==> src/rtl/card_boot_pkg.sv <==
package card_boot_pkg;

    typedef enum logic [1:0] {
        KIND_FAIL = 2'd0,
        KIND_OLD  = 2'd1,
        KIND_NEW  = 2'd2
    } card_kind_e;

    typedef enum logic [3:0] {
        ST_IDLE,
        ST_WAKE,
        ST_RESET_CMD,
        ST_PROBE,
        ST_OLD_APP,
        ST_OLD_INIT,
        ST_NEW_PAUSE,
        ST_NEW_OCR,
        ST_NEW_APP,
        ST_NEW_INIT,
        ST_NEW_OCR_END,
        ST_BLKLEN,
        ST_FINISH
    } seq_state_e;

    typedef struct packed {
        logic [5:0]  op;
        logic [31:0] arg;
        logic [7:0]  crc;
        logic [2:0]  tail;
    } cmd_fields_t;

    localparam logic [7:0] R1_IDLE_BIT    = 8'h01;
    localparam logic [7:0] R1_ILLEGAL_BIT = 8'h04;
    localparam logic [7:0] R1_NO_REPLY    = 8'hFF;
    localparam logic [7:0] CRC_DEFAULT    = 8'h95;
    localparam logic [7:0] CRC_PROBE      = 8'h87;
    localparam logic [31:0] PROBE_ARG     = 32'h0000_01AA;
    localparam logic [31:0] HOST_HC_ARG   = 32'h4000_0000;
    localparam logic [31:0] BLOCK_BYTES   = 32'd512;

    function automatic logic is_cmd_state(input seq_state_e s);
        return s inside {ST_RESET_CMD, ST_PROBE, ST_OLD_APP, ST_OLD_INIT,
                         ST_NEW_OCR, ST_NEW_APP, ST_NEW_INIT,
                         ST_NEW_OCR_END, ST_BLKLEN};
    endfunction

endpackage

==> src/rtl/cbs_step_counter.sv <==
module cbs_step_counter #(
    parameter int LIMIT = 16
) (
    input  logic clk,
    input  logic rst,
    input  logic clr,
    input  logic inc,
    output logic last
);
    localparam int CW = (LIMIT > 1) ? $clog2(LIMIT) : 1;
    localparam logic [CW-1:0] TOP = CW'(LIMIT - 1);

    logic [CW-1:0] count_q;

    always_ff @(posedge clk) begin
        if (rst || clr) begin
            count_q <= '0;
        end else if (inc) begin
            count_q <= (count_q == TOP) ? '0 : count_q + 1'b1;
        end
    end

    assign last = (count_q == TOP);

    // each counted step advances by exactly one
    assert_step_advance_R7: assert property (@(posedge clk) disable iff (rst)
        (inc && !clr && !last) |=> (count_q == $past(count_q) + 1'b1));

endmodule

==> src/rtl/cbs_pause_timer.sv <==
module cbs_pause_timer #(
    parameter int WAIT_CYCLES = 1000
) (
    input  logic clk,
    input  logic rst,
    input  logic load,
    output logic expired
);
    localparam int TW = $clog2(WAIT_CYCLES + 2);

    logic [TW-1:0] left_q;

    always_ff @(posedge clk) begin
        if (rst) begin
            left_q <= '0;
        end else if (load) begin
            left_q <= TW'(WAIT_CYCLES);
        end else if (left_q != '0) begin
            left_q <= left_q - 1'b1;
        end
    end

    assign expired = (left_q == '0);

    // the pause drains one cycle at a time
    assert_pause_drain_R6: assert property (@(posedge clk) disable iff (rst)
        (!load && left_q != '0) |=> (left_q == $past(left_q) - 1'b1));

endmodule

==> src/rtl/cbs_cmd_select.sv <==
module cbs_cmd_select
    import card_boot_pkg::*;
(
    input  seq_state_e  state,
    output cmd_fields_t fields
);
    always_comb begin
        fields.op   = 6'd0;
        fields.arg  = '0;
        fields.crc  = CRC_DEFAULT;
        fields.tail = 3'd0;
        unique case (state)
            ST_RESET_CMD: fields.op = 6'd0;
            ST_PROBE: begin
                fields.op   = 6'd8;
                fields.arg  = PROBE_ARG;
                fields.crc  = CRC_PROBE;
                fields.tail = 3'd4;
            end
            ST_OLD_APP, ST_NEW_APP: fields.op = 6'd55;
            ST_OLD_INIT: fields.op = 6'd41;
            ST_NEW_INIT: begin
                fields.op  = 6'd41;
                fields.arg = HOST_HC_ARG;
            end
            ST_NEW_OCR, ST_NEW_OCR_END: begin
                fields.op   = 6'd58;
                fields.tail = 3'd4;
            end
            ST_BLKLEN: begin
                fields.op  = 6'd16;
                fields.arg = BLOCK_BYTES;
            end
            default: ;
        endcase
    end
endmodule

==> src/rtl/card_boot_seq.sv <==
module card_boot_seq
    import card_boot_pkg::*;
#(
    parameter int WAKE_BYTES  = 16,
    parameter int MAX_TRIES   = 5000,
    parameter int WAIT_CYCLES = 1000
) (
    input  logic        clk,
    input  logic        rst,
    input  logic        start,
    output logic        done,
    output logic [1:0]  card_type,
    output logic        byte_addr_mode,
    output logic        clk_fast,
    output logic        cs_req,
    output logic        dummy_req,
    input  logic        dummy_done,
    output logic        cmd_valid,
    output logic [5:0]  cmd_op,
    output logic [31:0] cmd_arg,
    output logic [7:0]  cmd_crc,
    output logic [2:0]  cmd_tail,
    input  logic        cmd_done,
    input  logic [7:0]  cmd_r1,
    input  logic        cmd_timeout
);
    seq_state_e  st_q, st_n;
    card_kind_e  kind_q, path_q, path_n;
    logic        byte_q, fast_q;
    logic        fail_now, ok_now, path_set;
    logic        wake_clr, wake_inc, wake_last;
    logic        try_clr, try_inc, try_last;
    logic        pause_load, pause_expired;
    logic [7:0]  reply;
    cmd_fields_t fields;

    assign reply = cmd_timeout ? R1_NO_REPLY : cmd_r1;

    cbs_step_counter #(.LIMIT(WAKE_BYTES)) wake_cnt_i (
        .clk(clk), .rst(rst), .clr(wake_clr), .inc(wake_inc), .last(wake_last));

    cbs_step_counter #(.LIMIT(MAX_TRIES)) try_cnt_i (
        .clk(clk), .rst(rst), .clr(try_clr), .inc(try_inc), .last(try_last));

    cbs_pause_timer #(.WAIT_CYCLES(WAIT_CYCLES)) pause_i (
        .clk(clk), .rst(rst), .load(pause_load), .expired(pause_expired));

    cbs_cmd_select sel_i (.state(st_q), .fields(fields));

    always_comb begin
        st_n       = st_q;
        fail_now   = 1'b0;
        ok_now     = 1'b0;
        path_set   = 1'b0;
        path_n     = path_q;
        wake_clr   = 1'b0;
        wake_inc   = 1'b0;
        try_clr    = 1'b0;
        try_inc    = 1'b0;
        pause_load = 1'b0;
        unique case (st_q)
            ST_IDLE: if (start) begin
                wake_clr = 1'b1;
                st_n     = ST_WAKE;
            end
            ST_WAKE: if (dummy_done) begin
                wake_inc = 1'b1;
                if (wake_last) st_n = ST_RESET_CMD;
            end
            ST_RESET_CMD: if (cmd_done) begin
                if (reply == R1_IDLE_BIT) st_n = ST_PROBE;
                else fail_now = 1'b1;
            end
            ST_PROBE: if (cmd_done) begin
                try_clr  = 1'b1;
                path_set = 1'b1;
                if (reply == R1_IDLE_BIT) begin
                    path_n     = KIND_NEW;
                    pause_load = 1'b1;
                    st_n       = ST_NEW_PAUSE;
                end else if (reply == (R1_IDLE_BIT | R1_ILLEGAL_BIT)) begin
                    path_n = KIND_OLD;
                    st_n   = ST_OLD_APP;
                end else begin
                    path_n   = KIND_FAIL;
                    fail_now = 1'b1;
                end
            end
            ST_OLD_APP: if (cmd_done) st_n = ST_OLD_INIT;
            ST_OLD_INIT: if (cmd_done) begin
                if (reply == 8'h00) st_n = ST_BLKLEN;
                else if (try_last) fail_now = 1'b1;
                else begin
                    try_inc = 1'b1;
                    st_n    = ST_OLD_APP;
                end
            end
            ST_NEW_PAUSE: if (pause_expired) st_n = ST_NEW_OCR;
            ST_NEW_OCR:   if (cmd_done) st_n = ST_NEW_APP;
            ST_NEW_APP:   if (cmd_done) st_n = ST_NEW_INIT;
            ST_NEW_INIT: if (cmd_done) begin
                if (reply == 8'h00) st_n = ST_NEW_OCR_END;
                else if (try_last) fail_now = 1'b1;
                else begin
                    try_inc    = 1'b1;
                    pause_load = 1'b1;
                    st_n       = ST_NEW_PAUSE;
                end
            end
            ST_NEW_OCR_END: if (cmd_done) st_n = ST_BLKLEN;
            ST_BLKLEN: if (cmd_done) begin
                if (reply == 8'h00) begin
                    ok_now = 1'b1;
                    st_n   = ST_FINISH;
                end else fail_now = 1'b1;
            end
            ST_FINISH: st_n = ST_IDLE;
            default:   st_n = ST_IDLE;
        endcase
        if (fail_now) st_n = ST_FINISH;
    end

    always_ff @(posedge clk) begin
        if (rst) begin
            st_q   <= ST_IDLE;
            kind_q <= KIND_FAIL;
            path_q <= KIND_FAIL;
            byte_q <= 1'b0;
            fast_q <= 1'b0;
        end else begin
            st_q <= st_n;
            if (path_set) path_q <= path_n;
            if (st_q == ST_IDLE && start) begin
                kind_q <= KIND_FAIL;
                byte_q <= 1'b0;
                fast_q <= 1'b0;
            end else if (ok_now) begin
                kind_q <= path_q;
                byte_q <= (path_q == KIND_OLD);
                fast_q <= 1'b1;
            end else if (fail_now) begin
                kind_q <= KIND_FAIL;
                byte_q <= 1'b0;
                fast_q <= 1'b0;
            end
        end
    end

    assign done           = (st_q == ST_FINISH);
    assign card_type      = kind_q;
    assign byte_addr_mode = byte_q;
    assign clk_fast       = fast_q;
    assign dummy_req      = (st_q == ST_WAKE);
    assign cmd_valid      = is_cmd_state(st_q);
    assign cs_req         = cmd_valid;
    assign cmd_op         = fields.op;
    assign cmd_arg        = fields.arg;
    assign cmd_crc        = fields.crc;
    assign cmd_tail       = fields.tail;

    // wake-up bytes go out with chip select released on the slow clock
    assert_wake_slow_R2: assert property (@(posedge clk) disable iff (rst)
        dummy_req |-> (!cs_req && !clk_fast));

    // the fast clock turns on only with a successful result
    assert_fast_on_success_R8: assert property (@(posedge clk) disable iff (rst)
        $rose(clk_fast) |-> (done && card_type != 2'd0));

    // done lasts one cycle
    assert_done_pulse_R9: assert property (@(posedge clk) disable iff (rst)
        done |=> !done);

    // the result moves only at done or right after a start
    assert_result_hold_R9: assert property (@(posedge clk) disable iff (rst)
        !$stable(card_type) |-> (done || $past(start)));

    // a request holds its fields until completion
    assert_req_hold_R10: assert property (@(posedge clk) disable iff (rst)
        (cmd_valid && !cmd_done) |=> (cmd_valid && $stable(cmd_op) && $stable(cmd_arg)));

    // never a command and a dummy byte at once
    assert_req_excl_R10: assert property (@(posedge clk) disable iff (rst)
        !(cmd_valid && dummy_req));

endmodule

==> config.mk <==
export PLATFORM = sky130hd
export DESIGN_NAME = card_boot_seq
export DESIGN_NICKNAME = d
export VERILOG_FILES = /design/src/rtl/card_boot_pkg.sv /design/src/rtl/cbs_step_counter.sv /design/src/rtl/cbs_pause_timer.sv /design/src/rtl/cbs_cmd_select.sv /design/src/rtl/card_boot_seq.sv
export SDC_FILE = /design/constraint.sdc
export NUM_CORES = 1
export LEC_CHECK = 0
export ABC_AREA = 0
export BUFFER_PORTS_ARGS = -buffer_cell sky130_fd_sc_hd__buf_4
export CORE_UTILIZATION = 30
export DETAILED_ROUTE_END_ITERATION = 10
export MAX_ROUTING_LAYER = met4
export SLEW_MARGIN = 20
export SYNTH_ARGS = -nofsm -noshare
export SYNTH_HDL_FRONTEND = slang
export SYNTH_SLANG_ARGS = --single-unit
==> constraint.sdc <==
create_clock -name clk -period 2.66 [get_ports clk]
set_input_delay 0.133 -clock clk [delete_from_list [all_inputs] [get_ports clk]]
set_output_delay 0.133 -clock clk [all_outputs]
set_load 0.01 [all_outputs]
== Word-level counts from Yosys, hierarchy flattened ==
Cells that the tools add are included.
Storage, ports and cells
  flip-flop bits (word level): 37
  logic and storage cells: 152
Cells by class
  add/subtract/negate cells: 3
  equality and inequality tests: 53
  mux-type cells: 66
  reductions and logical operators: 20
Operators with widths (number)
  31-bit one-hot mux with 3 select lines: 1
  4-bit 2-to-1 mux: 23
  3-bit != test (second input constant): 16
  4-bit one-hot mux with 12 select lines: 1
  18-bit AND reduction: 2
  6-bit one-hot mux with 5 select lines: 1
  1-bit 2-to-1 mux: 29
  2-bit != test (second input constant): 13
  4-bit equality test (second input constant): 6
  10-bit 2-to-1 mux: 2
  4-bit by 3-bit equality test with 1-bit output (second input constant): 4
  13-bit by 1-bit adder with 13-bit output (second input constant): 1
  13-bit equality test (second input constant): 1
  13-bit 2-to-1 mux: 1
  4-bit != test (second input constant): 3
  2-bit OR reduction: 6
  10-bit logical NOT: 1
  10-bit nonzero test: 1
  10-bit by 1-bit subtractor with 10-bit output (second input constant): 1
  9-bit nonzero test: 1
  4-bit by 2-bit equality test with 1-bit output (second input constant): 2
  8-bit by 1-bit equality test with 1-bit output (second input constant): 1
  8-bit by 3-bit equality test with 1-bit output (second input constant): 1
  8-bit logical NOT: 1
  other kinds (17): 23

== Depth between registers and ports, before layout ==
Gate-level depths: netlist (run 1).
  word-level depth: 8
  mapped depth: 8

== Cells and area by module ==
A second synthesis (run 1) with hierarchy kept.
Second synthesis, totals
  cell total of the unflattened synthesis: 321
  area total of the unflattened synthesis: 2570.0 sq um
Modules (own cells, without submodules)
  card_boot_seq: times used 1, cells each 107, area each 802.0 sq um, sequential area each 200.2 sq um
  cbs_step_counter (try_cnt_i): times used 1, cells each 70, area each 613.1 sq um, sequential area each 260.2 sq um
  cbs_pause_timer: times used 1, cells each 64, area each 550.5 sq um, sequential area each 200.2 sq um
  cbs_cmd_select: times used 1, cells each 61, area each 424.2 sq um, sequential area each 0.0 sq um
  cbs_step_counter (wake_cnt_i): times used 1, cells each 19, area each 180.2 sq um, sequential area each 80.1 sq um

== Worst setup path before layout (run 1) ==
Ideal clock, no wire load.
  path kind: register to register
  start: reg pause_i.left_q[3]
  end: reg st_q[1]
  library setup time: 0.119 ns
  arrival: 1.711 ns
  required time: 2.541 ns
  slack: 0.831 ns
  cell stages (with the launch flop): 7
  cells stage by stage: dfxtp_1 -> or3_1 -> and4bb_4 -> o2111ai_4 -> nor3_4 -> and4bb_1 -> nor3_2
Between the ends
  cells in the longest elaborated chain, start to end: 3
RTL lines
  from (decl): RTL line cbs_pause_timer.sv:11  | logic [TW-1:0] left_q;
  from (signal assigned): RTL line cbs_pause_timer.sv:17  | left_q <= TW'(WAIT_CYCLES);
  from (signal assigned): RTL line cbs_pause_timer.sv:19  | left_q <= left_q - 1'b1;
  10-bit logical NOT: RTL line cbs_pause_timer.sv:23  | assign expired = (left_q == '0);
  2-bit != test (no line)
  18-bit AND reduction (no line)
  to (signal assigned): RTL line card_boot_seq.sv:131  | st_q <= st_n;
  to (decl): RTL line card_boot_seq.sv:27  | seq_state_e st_q, st_n;
Every way passes these cells.
A chain may end at the register's enable or synchronous reset.

== Worst setup path after layout (run 1) ==
  start: reg st_q[2]
  end: reg try_cnt_i.count_q[6]
Between the ends
  cells in the longest elaborated chain, start to end: 3
RTL lines
  4-bit by 3-bit equality test with 1-bit output (tied with other cells): RTL line card_boot_seq.sv:61  | unique case (st_q)
  2-bit OR reduction (no line) / 1-bit 2-to-1 mux (equally long branches)
  1-bit 2-to-1 mux / 1-bit logical OR (equally long branches)
  to (signal assigned): RTL line cbs_step_counter.sv:19  | count_q <= (count_q == TOP) ? '0 : count_q + 1'b1;
  to (decl): RTL line cbs_step_counter.sv:13  | logic [CW-1:0] count_q;
Several ways; a longest one is shown, not always the timed one.

==> summary.txt, run 1 <==
Critical path
  – R2R depth: 6
  – Worst setup endpoint: try_cnt_i.count_q[6]
  – Crit path DAT: between 2 and 2.5 ns
  – Reg-to-reg slack, setup: 0.49 ns
  – Element type at the critical path end: flip-flop
  – Critical Path RT: between 2 and 3 ns
  – Setup Crit Path Kind: flip-flop to flip-flop
  – Reg-to-Reg Start: st_q[2]
  – CP max FO: 20
  – Worst setup SP type: flip-flop
  – Reg2reg end: try_cnt_i.count_q[6]
  – Critical path launch point: st_q[2]

Routing
  – Initial DRC Count: 81
  – Routed len/inst: approximately 12 um
  – Antenna Nets Post-Route: 0
  – Drt pass-1 iters: 4
  – Vias: 2089
  – WL final: 5260 um
  – DRC violations left: 0
  – DR vias/cell: about 4.7

Logic synthesis
  – Most common cell in the netlist: buf_4
  – Synth top cells by count: buf_4 (39), dfxtp_1 (37), nor2_1 (36)
  – Ranking of synthesized cells by area: dfxtp_1 (29%), buf_4 (12%), nor2_1 (5.3%)
  – Avg Cell Area, Syn: ~8 um2
  – Post-synth EDFFs: 0
  – Sequential area share after synthesis: ~30%
  – Mapped cell area: approximately 2500 um2
  – Register bit total from synthesis: 37
  – Synth cell types: between 50 and 60
  – Post-Syn Instances: 309
  – Leading area contributor after synthesis: dfxtp_1
  – Post-synth top area share: roughly 29%
  – Synth Warn #: 0
  – Post-synth ARST share: 0%
  – Ys flop type: dfxtp_1

Layout
  – Fraction of layout cells with a size suffix above 1: 20.1%
  – Area growth from synthesis to layout: 12.5%
  – Layout Nets: ~360
  – Final Cell Area: about 2900 um2
  – Antenna diode count: 0

Timing
  – Max Clk Rate: roughly 460 MHz
  – Final max-slew violation count: 0
  – Tcrit/Tclk final: between 80 and 90%
  – Setup violators final: 0
  – Crit path time final: ~2.2 ns
  – Worst slew pin tran: 0.685 ns
  – Setup TNS Final: 0 ns
  – Worst Clk Skew: roughly 0.0051 ns
  – Final hold violations: 0
  – RSZ-0062 raised after global routing: false
  – Max_slew headroom: 54.2%

Power and ir drop
  – Worst VDD drop: approximately 380 uV
  – Lkg Pwr: around 1.1 nW
  – Pwr dens: 844 nW/um2

Placement
  – Dpl hpwl: around 4000 um
  – Placed cell area: approximately 2800 um2
  – Gpl congestion: 0.833
  – Buffers on Ports: 37

GRT
  – Largest net degree at the start of global routing: 21
  – First-pass GRT wire length: approximately 8600 um
  – Vias in the first global route: between 1500 and 2000
  – Total grt overflow: 0
  – Initial antenna violation count: 0
  – Gr usage total: between 10 and 15%

Floorplan
  – Initial core utilization: 30.9%
  – Number of core rows: 33
  – Die Span X: 94.1 um
  – Core Region: ~8200 um2
  – Die Area: around 8800 um2
  – IO Count: 71
  – Die Ht: between 90 and 100 um

Clock network
  – Clock Sinks: 37
  – Postcts setup bufs: 0
  – Clock Root Buffer: clkbuf_8
  – Post-cts resize count: 0
  – Max Buffers Root-to-Sink: 2
  – Num CTS Buffers: 5
  – Hold-fix buffers, CTS: 0
  – Clock-pin slew on the worst setup and hold paths: roughly 0.07 ns
  – Clk_lat worst skew: around 0.29 ns
  – CTS tree: yes
  – H-tree depth: 2

Worst hold path
  – Hold Path Class: input pin to flip-flop

Job
  – Max-cap violations: 0

Run status
  – Run status: complete, no violations
## per-stage QoR
step | hold slack, ns | total power [mW] | setup slack (ns) | utilization (%) | instances
after detailed placement | 0.454 | 1.99 | 0.523 | 33.6 | 436
final | 0.145 | 2.41 | 0.489 | 34.8 | 444
after floorplan | 0.285 | 1.72 | 0.831 | - | 340
after global placement | 0.447 | 1.97 | 0.600 | 33.6 | 436
after CTS | 0.137 | 2.43 | 0.503 | 34.8 | 444
after global routing | 0.150 | 2.60 | 0.278 | 34.8 | 444
## cell type report
| type | count | area, um2 |
|---|---|---|
| clock buffers | 7 | 96.3 |
| clock inverters | 1 | 5.00 |
| fillers | 859 | 5360 |
| inverters | 7 | 26.3 |
| multi-input cells | 245 | 1550 |
| flip-flops and latches | 37 | 741 |
| well taps | 105 | 131 |
| repair buffers | 42 | 315 |
## registers in the layout (all words and copies together), names as in the netlist
name / count
try_cnt_i.count_q: 13
st_q: 4
path_q: 2
card_type: 2
clk_fast: 1
byte_addr_mode: 1
wake_cnt_i.count_q: 4
pause_i.left_q: 10
## layout by cell type, fill, tap and decap left out, types with 3 or more instances in the layout
| master | instances |
|---|---|
| nor3_2 | 3 |
| buf_4 | 42 |
| nor2b_1 | 5 |
| conb_1 | 33 |
| nor4_4 | 3 |
| nand2_1 | 25 |
| nand2b_1 | 5 |
| nor3b_1 | 3 |
| dfxtp_1 | 37 |
| inv_1 | 7 |
| xnor2_1 | 7 |
| nor4b_1 | 3 |
| and3_1 | 3 |
| nand4_1 | 4 |
| nand3_1 | 14 |
| a21oi_1 | 21 |
| ha_1 | 3 |
| nor3_1 | 12 |
| a31oi_1 | 4 |
| clkbuf_8 | 7 |
| xor2_1 | 13 |
| nor2_1 | 36 |
| or3_1 | 3 |
| mux2i_1 | 5 |
## metal layers
metal | routed length, um | vias to the layer above | part of all wire [%] | global-route usage [%]
met1 | 2620 | 951 | 50 | 16.7
met3 | 246 | 6 | 4.7 | 2.83
li1 | - | 1070 | - | -
met4 | 67 | 0 | 1.3 | 4.23
met2 | 2330 | 62 | 44 | 19.0
met5 | 0 | - | 0 | -
## worst max-delay path, cell delays in order (launching register included)
cell	delay, ns
dfxtp_1	0.77
xnor2_1	0.20
nand2b_4	0.21
nor4_2	0.49
nand4_1	0.17
xor2_1	0.15
nor2_1	0.05
## kinds of logic (layout without fill, tap and decap cells)
kind of cell	after synthesis	count (layout)	share of synthesized area, %
AOI/OAI and AO/OA	47	47	13.1
DFF	37	37	29.1
muxes	5	5	1.97
xor gates and xnor gates	20	20	6.89
buffers and inverters	58	57	14.6
adders and majority gates	3	3	1.48
and+or+nand+nor	137	137	32.5
other	2	33	0.295
## where the power goes
part	switching (mW)	total (mW)	internal (mW)	leakage [nW]
Clock	0.197	0.431	0.234	0.0542
Sequential	0.145	0.781	0.636	0.301
Combinational	0.631	1.20	0.572	0.767
## worst min-delay path by stage
stage,start,to,depth (start not counted)
CTS,dummy_done,wake_cnt_i.count_q[1],3
global placement,dummy_done,wake_cnt_i.count_q[1],3
detailed placement,dummy_done,wake_cnt_i.count_q[1],3
finish,dummy_done,wake_cnt_i.count_q[1],3
global route,dummy_done,wake_cnt_i.count_q[1],3
floorplan,cmd_r1[2],path_q[0],2
No activity file was read; power rests on OpenSTA's default activity.
==> run 2: changes to the inputs <==
==> constraint.sdc (replaced) <==
create_clock -name clk -period 1.95 [get_ports clk]
set_input_delay 0.0975 -clock clk [delete_from_list [all_inputs] [get_ports clk]]
set_output_delay 0.0975 -clock clk [all_outputs]
set_load 0.01 [all_outputs]
==> summary.txt, run 2 (same netlist as run 1, synthesis figures left out) <==
Routing
  – DR vias/cell: 4.61 (-2.1%)
  – WL final: 5540 um (+5.2%)
  – Vias: 2175 (+4.1%)
  – Routed len/inst: 11.7 um (-1.0%)
  – Antenna Nets Post-Route: 0 (unchanged)
  – DRC violations left: 0 (unchanged)
  – Initial DRC Count: 98 (+21%)
  – Drt pass-1 iters: 4 (unchanged)

GRT
  – Initial antenna violation count: 0 (unchanged)
  – Total grt overflow: 0 (unchanged)
  – Vias in the first global route: 1889 (+0.59%)
  – First-pass GRT wire length: 9120 um (+5.7%)
  – Largest net degree at the start of global routing: 18 (-14%)
  – Gr usage total: 13.5% (+0.81 points)

Timing
  – Final hold slack: 0.115 ns (-0.0301 ns)
  – Worst Clk Skew: 0.0117 ns (+0.00667 ns)
  – Setup ws final: 0.0149 ns (-0.474 ns)
  – Max Clk Rate: 517 MHz (+12%)
  – Tcrit/Tclk final: 99.2% (+18 points)
  – Setup TNS Final: 0 ns (unchanged)
  – Final max-slew violation count: 0 (unchanged)
  – Max_slew headroom: 64.4% (+10 points)
  – Final hold violations: 0 (unchanged)
  – Crit path time final: 1.94 ns (-0.236 ns)
  – RSZ-0062 raised after global routing: true
  – Worst slew pin tran: 0.530 ns (-0.156 ns)
  – Setup violators final: 0 (unchanged)

Critical path
  – Critical Path RT: 2.13 ns (-0.69 ns)
  – Top delay family on crit path: simple AND/OR/NAND/NOR gates
  – Crit path cell chain: or3_4 -> and4bb_4 -> o2111ai_4 -> nor3_4 -> and4bb_1 -> nor3_2
  – Element type at the critical path end: flip-flop
  – Slowest CP cell: or3_4
  – Critical path launch point: pause_i.left_q[2]
  – Worst setup SP type: flip-flop
  – Reg-to-Reg Start: pause_i.left_q[2]
  – WP buf/inv: 0 (unchanged)
  – CP max FO: 5 (-75%)
  – Setup Crit Path Kind: flip-flop to flip-flop
  – Crit path DAT: 2.11 ns (-0.22 ns)
  – Max stage delay on crit path: 0.39 ns (-0.38 ns)

Layout
  – Most frequent cells in the layout: buf_4 (69), nor2_1 (36), conb_1 (33)
  – Largest registers: try_cnt_i.count_q (13), pause_i.left_q (10)
  – Multi-input gate area: 1610 um2 (+4.3%)
  – Fraction of layout cells with a size suffix above 1: 31.1% (+11 points)
  – Antenna diode count: 0 (unchanged)
  – Fillers: 843 (-1.9%)
  – Max reg flops: 13 (unchanged)
  – Most common cell after layout, fill and taps aside: buf_4
  – Layout Nets: 383 (+7.9%)
  – Most flop-heavy register: try_cnt_i.count_q
  – Register Area: 749 um2 (+1.2%)
  – Area growth from synthesis to layout: 23.7%
  – Final Cell Area: 3140 um2 (+9.9%)

Worst hold path
  – Hold_sp: dummy_done
  – Hold Path Class: input pin to flip-flop

Clock network
  – Clock Sinks: 37 (unchanged)
  – Hold-fix buffers, CTS: 0 (unchanged)
  – H-tree depth: 2 (unchanged)
  – CTS tree: yes
  – Clk_lat worst skew: 0.29 ns (about the same)
  – Num CTS Buffers: 5 (unchanged)
  – Clock-pin slew on the worst setup and hold paths: 0.08 ns (about the same)
  – Max Buffers Root-to-Sink: 2 (unchanged)
  – Clock Root Buffer: clkbuf_8

Floorplan
  – Number of core rows: 33 (unchanged)
  – Initial core utilization: 30.9% (unchanged)
  – Die Area: 8850 um2 (unchanged)
  – Die Ht: 94.1 um (unchanged)
  – Core Region: 8220 um2 (unchanged)
  – IO Count: 71 (unchanged)
  – Die Span X: 94.1 um (unchanged)

Run status
  – Run status: complete, no violations

Power and ir drop
  – Worst VDD drop: 629 uV (+64%)
  – Pwr dens: 1110 nW/um2 (+32%)
  – Lkg Pwr: 1.27 nW (+13%)

Placement
  – Placed cell area: 2940 um2 (+6.4%)
  – Buffers on Ports: 37 (unchanged)
  – Gpl congestion: 0.860 (+3.3%)
  – Place WS: -0.00770 ns (-0.530 ns)
  – Dpl hpwl: 4160 um (+4.4%)

Job
  – Max-cap violations: 0 (unchanged)
run 2: area by class of cell:
type                    count  area share [%]
clock buffers               5            2.19
clock inverters             3           0.557
inverters                   7           0.836
multi-input cells         245            51.3
flip-flops and latches     37            23.8
well taps                 105            4.18
repair buffers             70            17.1
run 2: final timing paths:
check        slack [ns]  cells past startpoint                    end
max                0.01                      6                st_q[1]
min                0.12                      3  wake_cnt_i.count_q[1]
max reg2reg        0.01                      6                st_q[1]
min reg2reg        0.48                      2              path_q[0]
run 2: what timing repair did:
item | CTS | global route
pin swaps | 3 | 10
resized for setup | 3 | 17
endpoints found under the setup margin | 1 | 39
setup buffers | 0 | 6
run 2: stage by stage:
step	total power [mW]	std cells	util, %
4_1_cts	3.45	466	36.9
5_1_grt	3.76	472	38.3
6_report	3.50	472	38.3
3_5_place_dp	2.90	458	35.8
3_3_place_gp	2.89	458	35.8
2_1_floorplan	2.35	340	-
run 2: worst register-to-register path, stage by stage, from the launching register on:
cell and delay [ns]:
dfxtp_2 0.34, or3_4 0.39, and4bb_4 0.35, o2111ai_4 0.14, nor3_4 0.31, and4bb_1 0.26, nor3_2 0.04
run 2: report_power, final:
group | switching [mW] | leakage [nW] | total, mW | internal, mW
registers | 0.157 | 0.303 | 1.03 | 0.877
clock network | 0.278 | 0.0439 | 0.525 | 0.247
logic | 0.962 | 0.923 | 1.94 | 0.982
total | 1.40 | 1.27 | 3.50 | 2.11
run 2: layer usage:
| metal | wire length, um | track usage (%) |
|---|---|---|
| met5 | 0 | - |
| met3 | 238 | 2.51 |
| met2 | 2510 | 19.3 |
| met1 | 2730 | 19.0 |
| met4 | 65 | 4.23 |
